==> src/rtl/pic_pkg.sv <==
package pic_pkg;
  // register selects on the write port
  localparam logic [1:0] SEL_MASK = 2'd0;
  localparam logic [1:0] SEL_BASE = 2'd1;
  localparam logic [1:0] SEL_MODE = 2'd2;
  localparam logic [1:0] SEL_CMD  = 2'd3;

  // command opcodes carried in data bits [6:4]
  typedef enum logic [2:0] {
    OP_NOP      = 3'd0,
    OP_EOI_TOP  = 3'd1,
    OP_EOI_LVL  = 3'd2,
    OP_SET_LOW  = 3'd3
  } cmd_op_e;
endpackage

==> src/rtl/pic_rank_pick.sv <==
// Circular priority search: the level after `low_i` ranks 0 (highest).
// N must be a power of two so that level arithmetic wraps naturally.
module pic_rank_pick #(
  parameter int unsigned N  = 8,
  localparam int unsigned LW = $clog2(N)
) (
  input  logic [N-1:0]  vec_i,
  input  logic [LW-1:0] low_i,
  output logic          found_o,
  output logic [LW-1:0] idx_o,
  output logic [LW-1:0] rank_o
);
  logic [LW-1:0] lvl;

  always_comb begin
    found_o = 1'b0;
    idx_o   = '0;
    rank_o  = '0;
    lvl     = '0;
    for (int r = 0; r < N; r++) begin
      lvl = low_i + LW'(1) + LW'(r);
      if (!found_o && vec_i[lvl]) begin
        found_o = 1'b1;
        idx_o   = lvl;
        rank_o  = LW'(r);
      end
    end
  end
endmodule

==> src/rtl/pic_regs.sv <==
module pic_regs
  import pic_pkg::*;
#(
  parameter int unsigned N  = 8,
  parameter int unsigned DW = 8,
  localparam int unsigned LW = $clog2(N),
  localparam int unsigned BW = DW - LW
) (
  input  logic          clk,
  input  logic          rst_n,
  input  logic          wr_en_i,
  input  logic [1:0]    wr_sel_i,
  input  logic [DW-1:0] wr_data_i,
  output logic [N-1:0]  mask_o,
  output logic [BW-1:0] base_o,
  output logic          rot_en_o,
  output logic          aeoi_o,
  output logic          eoi_top_o,
  output logic          eoi_lvl_o,
  output logic          set_low_o,
  output logic [LW-1:0] cmd_lvl_o
);
  logic [N-1:0]  mask_q;
  logic [BW-1:0] base_q;
  logic          rot_q, aeoi_q;
  cmd_op_e       op;
  logic          cmd_wr;

  assign op        = cmd_op_e'(wr_data_i[6:4]);
  assign cmd_wr    = wr_en_i && (wr_sel_i == SEL_CMD);
  assign eoi_top_o = cmd_wr && (op == OP_EOI_TOP);
  assign eoi_lvl_o = cmd_wr && (op == OP_EOI_LVL);
  assign set_low_o = cmd_wr && (op == OP_SET_LOW);
  assign cmd_lvl_o = wr_data_i[LW-1:0];

  always_ff @(posedge clk) begin
    if (!rst_n) begin
      mask_q <= '0;
      base_q <= '0;
      rot_q  <= 1'b0;
      aeoi_q <= 1'b0;
    end else if (wr_en_i) begin
      case (wr_sel_i)
        SEL_MASK: mask_q <= wr_data_i[N-1:0];
        SEL_BASE: base_q <= wr_data_i[DW-1:LW];
        SEL_MODE: begin
          rot_q  <= wr_data_i[0];
          aeoi_q <= wr_data_i[1];
        end
        default: ;
      endcase
    end
  end

  assign mask_o   = mask_q;
  assign base_o   = base_q;
  assign rot_en_o = rot_q;
  assign aeoi_o   = aeoi_q;

  // a mask write lands on the next edge
  p_mask_write_r3: assert property (@(posedge clk) disable iff (!rst_n)
    (wr_en_i && wr_sel_i == SEL_MASK) |=> (mask_o == $past(wr_data_i[N-1:0])));

  // only one command kind decodes per write
  p_cmd_onehot_r10: assert property (@(posedge clk) disable iff (!rst_n)
    $onehot0({eoi_top_o, eoi_lvl_o, set_low_o}));
endmodule

==> src/rtl/pic_core.sv <==
// In-service state, priority pointer and the vector stream output.
module pic_core #(
  parameter int unsigned N  = 8,
  parameter int unsigned DW = 8,
  localparam int unsigned LW = $clog2(N),
  localparam int unsigned BW = DW - LW
) (
  input  logic          clk,
  input  logic          rst_n,
  input  logic          ack_evt_i,
  input  logic          fwd_i,
  input  logic [LW-1:0] fwd_idx_i,
  input  logic          top_found_i,
  input  logic [LW-1:0] top_idx_i,
  input  logic          rot_en_i,
  input  logic          aeoi_i,
  input  logic [BW-1:0] base_i,
  input  logic          eoi_top_i,
  input  logic          eoi_lvl_i,
  input  logic          set_low_i,
  input  logic [LW-1:0] cmd_lvl_i,
  input  logic          vec_ready_i,
  output logic [N-1:0]  isr_o,
  output logic [LW-1:0] low_o,
  output logic          vec_valid_o,
  output logic [DW-1:0] vec_data_o
);
  logic [N-1:0]  isr_q, isr_d;
  logic [LW-1:0] low_q, low_d;
  logic          vv_q;
  logic [DW-1:0] vd_q;
  logic          take;

  assign take = ack_evt_i && !vv_q;

  always_comb begin
    isr_d = isr_q;
    low_d = low_q;
    if (take && fwd_i && !aeoi_i) isr_d[fwd_idx_i] = 1'b1;
    if (take && fwd_i && aeoi_i && rot_en_i) low_d = fwd_idx_i;
    if (eoi_top_i && top_found_i) begin
      isr_d[top_idx_i] = 1'b0;
      if (rot_en_i) low_d = top_idx_i;
    end
    if (eoi_lvl_i) isr_d[cmd_lvl_i] = 1'b0;
    if (set_low_i) low_d = cmd_lvl_i;
  end

  always_ff @(posedge clk) begin
    if (!rst_n) begin
      isr_q <= '0;
      low_q <= LW'(N - 1);
      vv_q  <= 1'b0;
      vd_q  <= '0;
    end else begin
      isr_q <= isr_d;
      low_q <= low_d;
      if (take) begin
        vv_q <= 1'b1;
        vd_q <= {base_i, (fwd_i ? fwd_idx_i : LW'(N - 1))};
      end else if (vv_q && vec_ready_i) begin
        vv_q <= 1'b0;
      end
    end
  end

  assign isr_o       = isr_q;
  assign low_o       = low_q;
  assign vec_valid_o = vv_q;
  assign vec_data_o  = vd_q;

  p_vec_hold_r4: assert property (@(posedge clk) disable iff (!rst_n)
    (vv_q && !vec_ready_i) |=> (vv_q && $stable(vd_q)));

  p_isr_set_r4: assert property (@(posedge clk) disable iff (!rst_n)
    (take && fwd_i && !aeoi_i && !eoi_lvl_i) |=> isr_q[$past(fwd_idx_i)]);

  p_aeoi_keep_r8: assert property (@(posedge clk) disable iff (!rst_n)
    (take && aeoi_i && !eoi_top_i && !eoi_lvl_i) |=> (isr_q == $past(isr_q)));

  p_spurious_r11: assert property (@(posedge clk) disable iff (!rst_n)
    (take && !fwd_i) |=> (vd_q[LW-1:0] == LW'(N - 1)));

  p_busy_ack_r12: assert property (@(posedge clk) disable iff (!rst_n)
    (ack_evt_i && vv_q && !vec_ready_i) |=> (vv_q && $stable(vd_q)));
endmodule

==> src/rtl/pic_ctrl.sv <==
module pic_ctrl #(
  parameter int unsigned N_IRQ = 8,
  parameter int unsigned DW    = 8,
  localparam int unsigned LW = $clog2(N_IRQ),
  localparam int unsigned BW = DW - LW
) (
  input  logic             clk,
  input  logic             rst_n,
  input  logic [N_IRQ-1:0] irq_i,
  output logic             int_o,
  input  logic             inta_n_i,
  output logic             vec_valid_o,
  input  logic             vec_ready_i,
  output logic [DW-1:0]    vec_data_o,
  input  logic             wr_en_i,
  input  logic [1:0]       wr_sel_i,
  input  logic [DW-1:0]    wr_data_i
);
  logic [N_IRQ-1:0] irr_q, mask, isr, req;
  logic             inta_prev_q, ack_evt;
  logic [BW-1:0]    base;
  logic             rot_en, aeoi, eoi_top, eoi_lvl, set_low;
  logic [LW-1:0]    cmd_lvl, low;
  logic             req_found, top_found, fwd;
  logic [LW-1:0]    req_idx, req_rank, top_idx, top_rank;

  always_ff @(posedge clk) begin
    if (!rst_n) begin
      irr_q       <= '0;
      inta_prev_q <= 1'b1;
    end else begin
      irr_q       <= irq_i;
      inta_prev_q <= inta_n_i;
    end
  end

  assign ack_evt = inta_prev_q && !inta_n_i;
  assign req     = irr_q & ~mask;

  pic_regs #(.N(N_IRQ), .DW(DW)) u_regs (
    .clk(clk), .rst_n(rst_n),
    .wr_en_i(wr_en_i), .wr_sel_i(wr_sel_i), .wr_data_i(wr_data_i),
    .mask_o(mask), .base_o(base), .rot_en_o(rot_en), .aeoi_o(aeoi),
    .eoi_top_o(eoi_top), .eoi_lvl_o(eoi_lvl), .set_low_o(set_low),
    .cmd_lvl_o(cmd_lvl)
  );

  pic_rank_pick #(.N(N_IRQ)) u_req_pick (
    .vec_i(req), .low_i(low),
    .found_o(req_found), .idx_o(req_idx), .rank_o(req_rank)
  );

  pic_rank_pick #(.N(N_IRQ)) u_isr_pick (
    .vec_i(isr), .low_i(low),
    .found_o(top_found), .idx_o(top_idx), .rank_o(top_rank)
  );

  assign fwd   = req_found && (!top_found || (req_rank < top_rank));
  assign int_o = fwd;

  pic_core #(.N(N_IRQ), .DW(DW)) u_core (
    .clk(clk), .rst_n(rst_n),
    .ack_evt_i(ack_evt), .fwd_i(fwd), .fwd_idx_i(req_idx),
    .top_found_i(top_found), .top_idx_i(top_idx),
    .rot_en_i(rot_en), .aeoi_i(aeoi), .base_i(base),
    .eoi_top_i(eoi_top), .eoi_lvl_i(eoi_lvl),
    .set_low_i(set_low), .cmd_lvl_i(cmd_lvl),
    .vec_ready_i(vec_ready_i),
    .isr_o(isr), .low_o(low),
    .vec_valid_o(vec_valid_o), .vec_data_o(vec_data_o)
  );

  p_mask_block_r3: assert property (@(posedge clk) disable iff (!rst_n)
    int_o |-> (irr_q[req_idx] && !mask[req_idx]));

  p_nest_r5: assert property (@(posedge clk) disable iff (!rst_n)
    int_o |-> !isr[req_idx]);
endmodule

==> config.mk <==
export PLATFORM = sky130hd
export DESIGN_NAME = pic_ctrl
export DESIGN_NICKNAME = d
export VERILOG_FILES = /design/src/rtl/pic_pkg.sv /design/src/rtl/pic_rank_pick.sv /design/src/rtl/pic_regs.sv /design/src/rtl/pic_core.sv /design/src/rtl/pic_ctrl.sv
export SDC_FILE = /design/constraint.sdc
export NUM_CORES = 1
export LEC_CHECK = 0
export BUFFER_PORTS_ARGS = -buffer_cell sky130_fd_sc_hd__buf_2
export CAP_MARGIN = 20
export CORE_ASPECT_RATIO = 1.4
export CORE_MARGIN = 10
export CORE_UTILIZATION = 38
export CTS_CLUSTER_DIAMETER = 150
export DETAILED_ROUTE_END_ITERATION = 8
export GPL_TIMING_DRIVEN = 0
export MAX_ROUTING_LAYER = met4
export SLEW_MARGIN = 20
export SYNTH_ARGS = -nofsm -noshare
export SYNTH_HDL_FRONTEND = slang
export SYNTH_SLANG_ARGS = --single-unit
==> constraint.sdc <==
create_clock -name clk -period 7.37 [get_ports clk]
set_clock_uncertainty 0.2 [all_clocks]
set_input_delay 2.211 -clock clk [delete_from_list [all_inputs] [get_ports clk]]
set_output_delay 2.211 -clock clk [all_outputs]
set_load 0.01 [all_outputs]
==> results of run 1 <==
## placed cells by master, fill, tap and decap left out, types with 5 or more instances in the layout
| cell | Yosys | layout |
|---|---|---|
| dfxtp_1 | 44 | 44 |
| nor2_1 | 43 | 43 |
| buf_2 | 9 | 41 |
| nand2_1 | 38 | 38 |
| mux2i_1 | 30 | 29 |
| a21oi_1 | 23 | 23 |
| mux4_2 | 21 | 21 |
| nor2b_1 | 18 | 18 |
| clkbuf_1 | 16 | 16 |
| nand2b_1 | 16 | 16 |
| a211oi_1 | 15 | 15 |
| and2_1 | 14 | 14 |
| o21ai_0 | 14 | 14 |
| mux2_2 | 13 | 13 |
| inv_1 | 13 | 13 |
| a31oi_1 | 11 | 11 |
| nand3_1 | 8 | 8 |
| a221oi_1 | 6 | 6 |
| nor4b_1 | 6 | 6 |
| nor3_1 | 6 | 6 |
| buf_4 | 3 | 5 |
| buf_1 | 6 | 5 |
| or3_1 | 5 | 5 |
| o31ai_1 | 5 | 5 |
| nor3b_1 | 5 | 5 |
| o22ai_1 | 5 | 5 |
| and3_1 | 5 | 5 |
| a221o_1 | 5 | 5 |
| clkbuf_16 | 0 | 5 |
## state kept, by name, summed over array words and instances, names as in the netlist
register	flops
inta_prev_q	1
irr_q	8
u_core.isr_o	8
u_core.low_o	3
u_core.vec_data_o	8
u_core.vec_valid_o	1
u_regs.aeoi_o	1
u_regs.base_o	5
u_regs.mask_o	8
u_regs.rot_en_o	1
## where the power goes
part	internal, W	total (W)	switching (W)
combinational	0.000109	0.000267	0.000158
clock	0.000161	0.000256	0.0000954
sequential	0.000249	0.000256	0.00000674
total	0.000519	0.000780	0.000261
## repair_timing
| action | CTS | global route |
|---|---|---|
| endpoints found under the setup margin | 1 | 1 |
| pin swaps | 0 | 1 |
| gates resized for setup | 1 | 4 |
| buffers inserted | 0 | 2 |
| hold endpoints to repair | 0 | 0 |
## critical path, stage by stage, from the launching register on
cell and delay [ns]:
dfxtp_1 0.36, inv_2 0.22, buf_2 0.34, ha_1 0.28, buf_4 0.17, buf_6 0.15
inv_2 0.18, mux4_2 0.64, a2111oi_4 0.46, o21ai_1 0.20, nand2_1 0.15, ha_1 0.25
a221oi_1 0.48, a31oi_4 0.22, inv_1 0.13, buf_2 0.14
## logic make-up (layout without fill, tap and decap cells)
kind of cell               after synthesis  in the layout
buffers and inverters                   53             96
muxes                                   64             64
adders and majority gates                4              4
AOI/OAI and AO/OA                      118            118
xor gates and xnor gates                 7              7
and+or+nand+nor                        188            188
DFF                                     44             44
## worst max path at each step
| stage | start | to | slack (ns) | cells after the start |
|---|---|---|---|---|
| final | u_core.low_o[0] | int_o | 0.28 | 15 |
| after global routing | u_core.low_o[0] | int_o | 0.04 | 15 |
| after floorplan | u_core.low_o[0] | int_o | 1.16 | 14 |
| after global placement | u_core.low_o[0] | int_o | 0.22 | 15 |
| after detailed placement | u_core.low_o[0] | int_o | 0.26 | 21 |
| after CTS | u_core.low_o[0] | int_o | 0.16 | 21 |
## synthesized netlist by cell type, types with 8 or more instances
master,count,area (um2)
dfxtp_1,44,881
nor2_1,43,161
nand2_1,38,143
mux2i_1,30,300
a21oi_1,23,115
mux4_2,21,473
nor2b_1,18,113
clkbuf_1,16,60.1
nand2b_1,16,100
a211oi_1,15,113
and2_1,14,87.6
o21ai_0,14,70.1
inv_1,13,48.8
mux2_2,13,146
a31oi_1,11,68.8
buf_2,9,45.0
nand3_1,8,40.0
## routing by layer
layer,up-vias,global-route usage
met4,0,0.0663
met1,1900,0.180
met2,162,0.284
met5,-,-
met3,38,0.0136
li1,1896,-
## layout make-up
class | count | share of cell area
Clock inverter | 3 | 0.0103
Timing Repair Buffer | 35 | 0.0390
Sequential cell | 44 | 0.191
Tap cell | 138 | 0.0374
Multi-Input combinational cell | 381 | 0.643
Inverter | 17 | 0.0138
Buffer | 36 | 0.0388
Clock buffer | 5 | 0.0271
## metrics by stage
stage | std cells | instance area, um2 | setup slack, ns
CTS | 657 | 4580 | 0.159
detailed placement | 649 | 4410 | 0.257
floorplan | 478 | 4070 | 1.16
global placement | 648 | 4400 | 0.218
global route | 659 | 4610 | 0.0381
finish | 659 | 4610 | 0.277
==> impl_metrics.env, run 1 <==
export IMPL_portBuffers=32
export IMPL_syn2layout_area_growth_pct=13.3
export IMPL_wl_met1_um=4840
export IMPL_grt_max_degree=16
export IMPL_cts_htree_levels=2
export IMPL_antenna_found_initial=0
export IMPL_grt_pass1_wl_um=19500
export IMPL_postRouteWirelength_um=12200
export IMPL_finalSetupViolations=0
export IMPL_setup_tns_final_ns=0
export IMPL_synth_async_sr_flop_share=0
export IMPL_hold_ws_ns=0.250
export IMPL_post_route_drc_count=0
export IMPL_clockBufferDepth=2
export IMPL_regArea_um2=881
export IMPL_synth_fa_ha_area_frac=0.0123
export IMPL_critPathArrivalTime_ns=4.68
export IMPL_hpwl_um=9570
export IMPL_dr_pass1_iters=5
export IMPL_cts_sinks=44
export IMPL_ant_nets=0
export IMPL_hold_depth=2
export IMPL_end_kind="output pin"
export IMPL_crit_type="flip-flop to output pin"
export IMPL_relSlewSlack=0.420
export IMPL_insertedDiodeCount=0
export IMPL_final_util=0.443
export IMPL_ys_flop_type="dfxtp_1"
export IMPL_final_min_clock_period_ns=7.09
export IMPL_drt_iter0_drc=350
export IMPL_holdCritPathClass="flip-flop to flip-flop"
export IMPL_clk_pin_slew_worst_paths_ns=0.06
export IMPL_cts_root_buf="clkbuf_16"
export IMPL_num_rows=44
export IMPL_leakagePower_nw=1.78
export IMPL_viasPerCell=6.06
export IMPL_clock_latency_ns=0.29
export IMPL_die_h_um=142
export IMPL_power_w=0.000780
export IMPL_tightest_slew_ns=0.870
export IMPL_min_to="u_core.vec_data_o[7]"
export IMPL_fp_dieW_um=107
export IMPL_max_cap_viol_count=0
export IMPL_reg2regPathDepth=16
export IMPL_irDropWorstVdd_mv=0.239
export IMPL_hold_viol=0
export IMPL_max_freq_mhz=141
export IMPL_period_share=0.962
export IMPL_nFillCells=1022
export IMPL_synthSimpleGateAreaFrac=0.252
export IMPL_min_from="u_core.vec_data_o[7]"
export IMPL_critPathLaunchType="flip-flop"
export IMPL_initial_core_util=0.391
export IMPL_pin_count=33
export IMPL_wl_met2_um=6360
export IMPL_cts_tree="built"
export IMPL_r2r_slack_ns=2.21
export IMPL_synth_avg_cell_area_um2=8.52
export IMPL_syn_nets=505
export IMPL_die_area_mm2=0.0153
export IMPL_status="completed"
export IMPL_synth_warnings=0
export IMPL_cp_max_fo=10
export IMPL_grt_overflow=0
export IMPL_finalNetCount=547
export IMPL_synth_edf_count=0
export IMPL_multi_input_area_mm2=0.00297
export IMPL_wl_per_cell_um=18.5
export IMPL_synth_xor_area_frac=0.0203
export IMPL_grt_setup_unrepaired="no"
export IMPL_reg2reg_to="u_core.isr_o[3]"
export IMPL_syn_area_mm2=0.00407
export IMPL_cp_required_ns=4.96
export IMPL_grt_pass1_vias=3793
export IMPL_wl_met3_um=568
export IMPL_cts_inserted_buffers=5
export IMPL_highest_layer="met4"
export IMPL_slew_viol_final=0
export IMPL_grt_total_usage=0.160
export IMPL_synth_mux_area_fraction=0.226
export IMPL_vias=3996
export IMPL_drive_above_1_share=0.211
export IMPL_place_congestion=0.983
export IMPL_coreArea_mm2=0.0104
export IMPL_power_density_mw_per_mm2=169
export IMPL_synth_top_family_by_area="simple AND/OR/NAND/NOR gates"
export IMPL_syn_inst=478
export IMPL_synth_compound_area_frac=0.215
export IMPL_synth_cell_type_count=70
export IMPL_ys_seq_elements=44
export IMPL_cts_hold_buffers=0
export IMPL_yosysSeqAreaShare=0.216
export IMPL_r2r_start="u_core.low_o[0]"
Power figures use the tool's default switching activity.
==> inputs of run 2 (changes only) <==
--- a/config.mk
+++ b/config.mk
@@ -5,13 +5,13 @@
 export SDC_FILE = /design/constraint.sdc
 export NUM_CORES = 1
 export LEC_CHECK = 0
-export BUFFER_PORTS_ARGS = -buffer_cell sky130_fd_sc_hd__buf_2
 export CAP_MARGIN = 20
 export CORE_ASPECT_RATIO = 1.4
 export CORE_MARGIN = 10
 export CORE_UTILIZATION = 38
 export CTS_CLUSTER_DIAMETER = 150
 export DETAILED_ROUTE_END_ITERATION = 8
+export DONT_BUFFER_PORTS = 1
 export GPL_TIMING_DRIVEN = 0
 export MAX_ROUTING_LAYER = met4
 export SLEW_MARGIN = 20
==> impl_metrics.env, run 2 (synthesis gave the netlist of run 1 again) <==
export IMPL_grtUsageMet1=0.177
export IMPL_cp_required_ns=4.96
export IMPL_final_min_clock_period_ns=7.08
export IMPL_holdCritPathClass="flip-flop to flip-flop"
export IMPL_final_area_mm2=0.00443
export IMPL_dpl_cell_area_mm2=0.00424
export IMPL_grt_pass1_vias=3849
export IMPL_grt_total_usage=0.165
export IMPL_fin_ws_ns=0.294
export IMPL_irDropWorstVdd_mv=0.220
export IMPL_ant_nets=0
export IMPL_grt_pass1_wl_um=20100
export IMPL_drt_iter0_drc=387
export IMPL_p_seq_frac=0.327
export IMPL_r2r_slack_ns=2.19
export IMPL_grt_overflow=0
export IMPL_setup_tns_final_ns=0
export IMPL_crit_type="flip-flop to output pin"
export IMPL_gr_usage_met3=0.0272
export IMPL_cts_inserted_buffers=5
export IMPL_p_sw_frac=0.316
export IMPL_end_kind="output pin"
export IMPL_post_route_drc_count=0
export IMPL_antenna_found_initial=1
export IMPL_cts_repair_resized=0
export IMPL_status="completed"
export IMPL_clockBufferDepth=2
export IMPL_num_rows=44
export IMPL_place_congestion=0.925
export IMPL_period_share=0.960
export IMPL_layout_cells_most_common="dfxtp_1"
export IMPL_hpwl_um=9440
export IMPL_min_to="u_core.vec_data_o[6]"
export IMPL_final_util=0.426
export IMPL_relSlewSlack=0.471
export IMPL_hold_viol=0
export IMPL_max_cap_viol_count=0
export IMPL_drive_above_1_share=0.149
export IMPL_dr_pass1_iters=5
export IMPL_initial_core_util=0.391
export IMPL_die_h_um=142
export IMPL_clk_pin_slew_worst_paths_ns=0.06
export IMPL_layoutNonFillerInstCount=623
export IMPL_portBuffers=0
export IMPL_leakagePower_nw=1.63
export IMPL_dpl_worst_slack_ns=0.310
export IMPL_r2r_start="u_core.low_o[0]"
export IMPL_cts_root_buf="clkbuf_16"
export IMPL_met2_usage=0.287
export IMPL_viasPerCell=6.22
export IMPL_cts_hold_buffers=0
export IMPL_syn2layout_area_growth_pct=8.88
export IMPL_hold_depth=2
export IMPL_reg2regPathDepth=14
export IMPL_power_frac_comb=0.315
export IMPL_critPathLaunchType="flip-flop"
export IMPL_coreArea_mm2=0.0104
export IMPL_p_switching_w=0.000250
export IMPL_post_cts_setup_buffers=0
export IMPL_cp_startpoint="u_core.low_o[0]"
export IMPL_finalNetCount=511
export IMPL_pin_count=33
export IMPL_reg2reg_to="u_core.isr_o[3]"
export IMPL_die_area_mm2=0.0153
export IMPL_dp_cells=616
export IMPL_intPower_w=0.000541
export IMPL_min_from="u_regs.base_o[3]"
export IMPL_postRouteWirelength_um=12200
export IMPL_cts_htree_levels=2
export IMPL_final_cell_mix="dfxtp_1 (44), nor2_1 (43), nand2_1 (38)"
export IMPL_power_density_mw_per_mm2=178
export IMPL_vias=3873
export IMPL_wl_per_cell_um=19.6
export IMPL_fp_dieW_um=107
export IMPL_cts_tree="built"
export IMPL_clock_latency_ns=0.29
export IMPL_critPathArrivalTime_ns=4.67
export IMPL_clkPwrFrac=0.358
export IMPL_cp_max_fo=9
export IMPL_finalSetupViolations=0
export IMPL_cts_sinks=44
export IMPL_slew_viol_final=0
export IMPL_tightest_slew_ns=0.772
export IMPL_grt_busiest_layer="met2"
export IMPL_grt_max_degree=19
export IMPL_grt_setup_unrepaired="no"
export IMPL_max_freq_mhz=141
[run 2: how the worst max path moves through the flow]
stage                     depth (start not counted)  slack (ns)  endpoint
final                                            12        0.29     int_o
after global routing                             19        0.03     int_o
after CTS                                        12        0.31     int_o
after detailed placement                         20        0.31     int_o
after global placement                           20        0.31     int_o
after floorplan                                  14        1.16     int_o
[run 2: layer usage]
metal	share of wire	wire length (um)	up-vias
met5	0	0	-
met4	0.038	469	0
met3	0.063	771	35
met2	0.51	6270	169
met1	0.39	4730	1849
li1	-	-	1820
[run 2: area by class of cell]
cell class	count	area (um2)
fillers	1028	5970
plain buffers	35	169
clock inverters	2	60.1
well taps	138	173
clock buffers	5	125
inverters	17	63.8
diodes	1	2.50
flip-flops and latches	44	881
multi-input cells	381	2960
[run 2: worst max-delay path, stage by stage, from the launching register on]
cell	delay, ns
dfxtp_1	0.38
ha_1	0.22
buf_2	0.18
xnor2_1	0.65
mux4_2	0.46
or4b_4	0.52
a2111oi_4	0.46
o21ai_1	0.20
nand2_1	0.14
ha_1	0.26
a221oi_1	0.46
a31oi_4	0.22
inv_1	0.20
[run 2: power by group through the flow]
stage          clock, W  combinational (W)  sequential [W]
2_1_floorplan         0           0.000190        0.000261
3_3_place_gp          0           0.000241        0.000263
3_5_place_dp          0           0.000244        0.000264
4_1_cts        0.000289           0.000245        0.000259
5_1_grt        0.000297           0.000272        0.000260
6_report       0.000283           0.000249        0.000259
[run 2: through the flow]
stage                     total power [W]  hold WS [ns]
after floorplan                  0.000451         0.232
after global placement           0.000505         0.237
after detailed placement         0.000508         0.251
after CTS                        0.000793         0.255
after global routing             0.000829         0.289
final                            0.000791         0.252
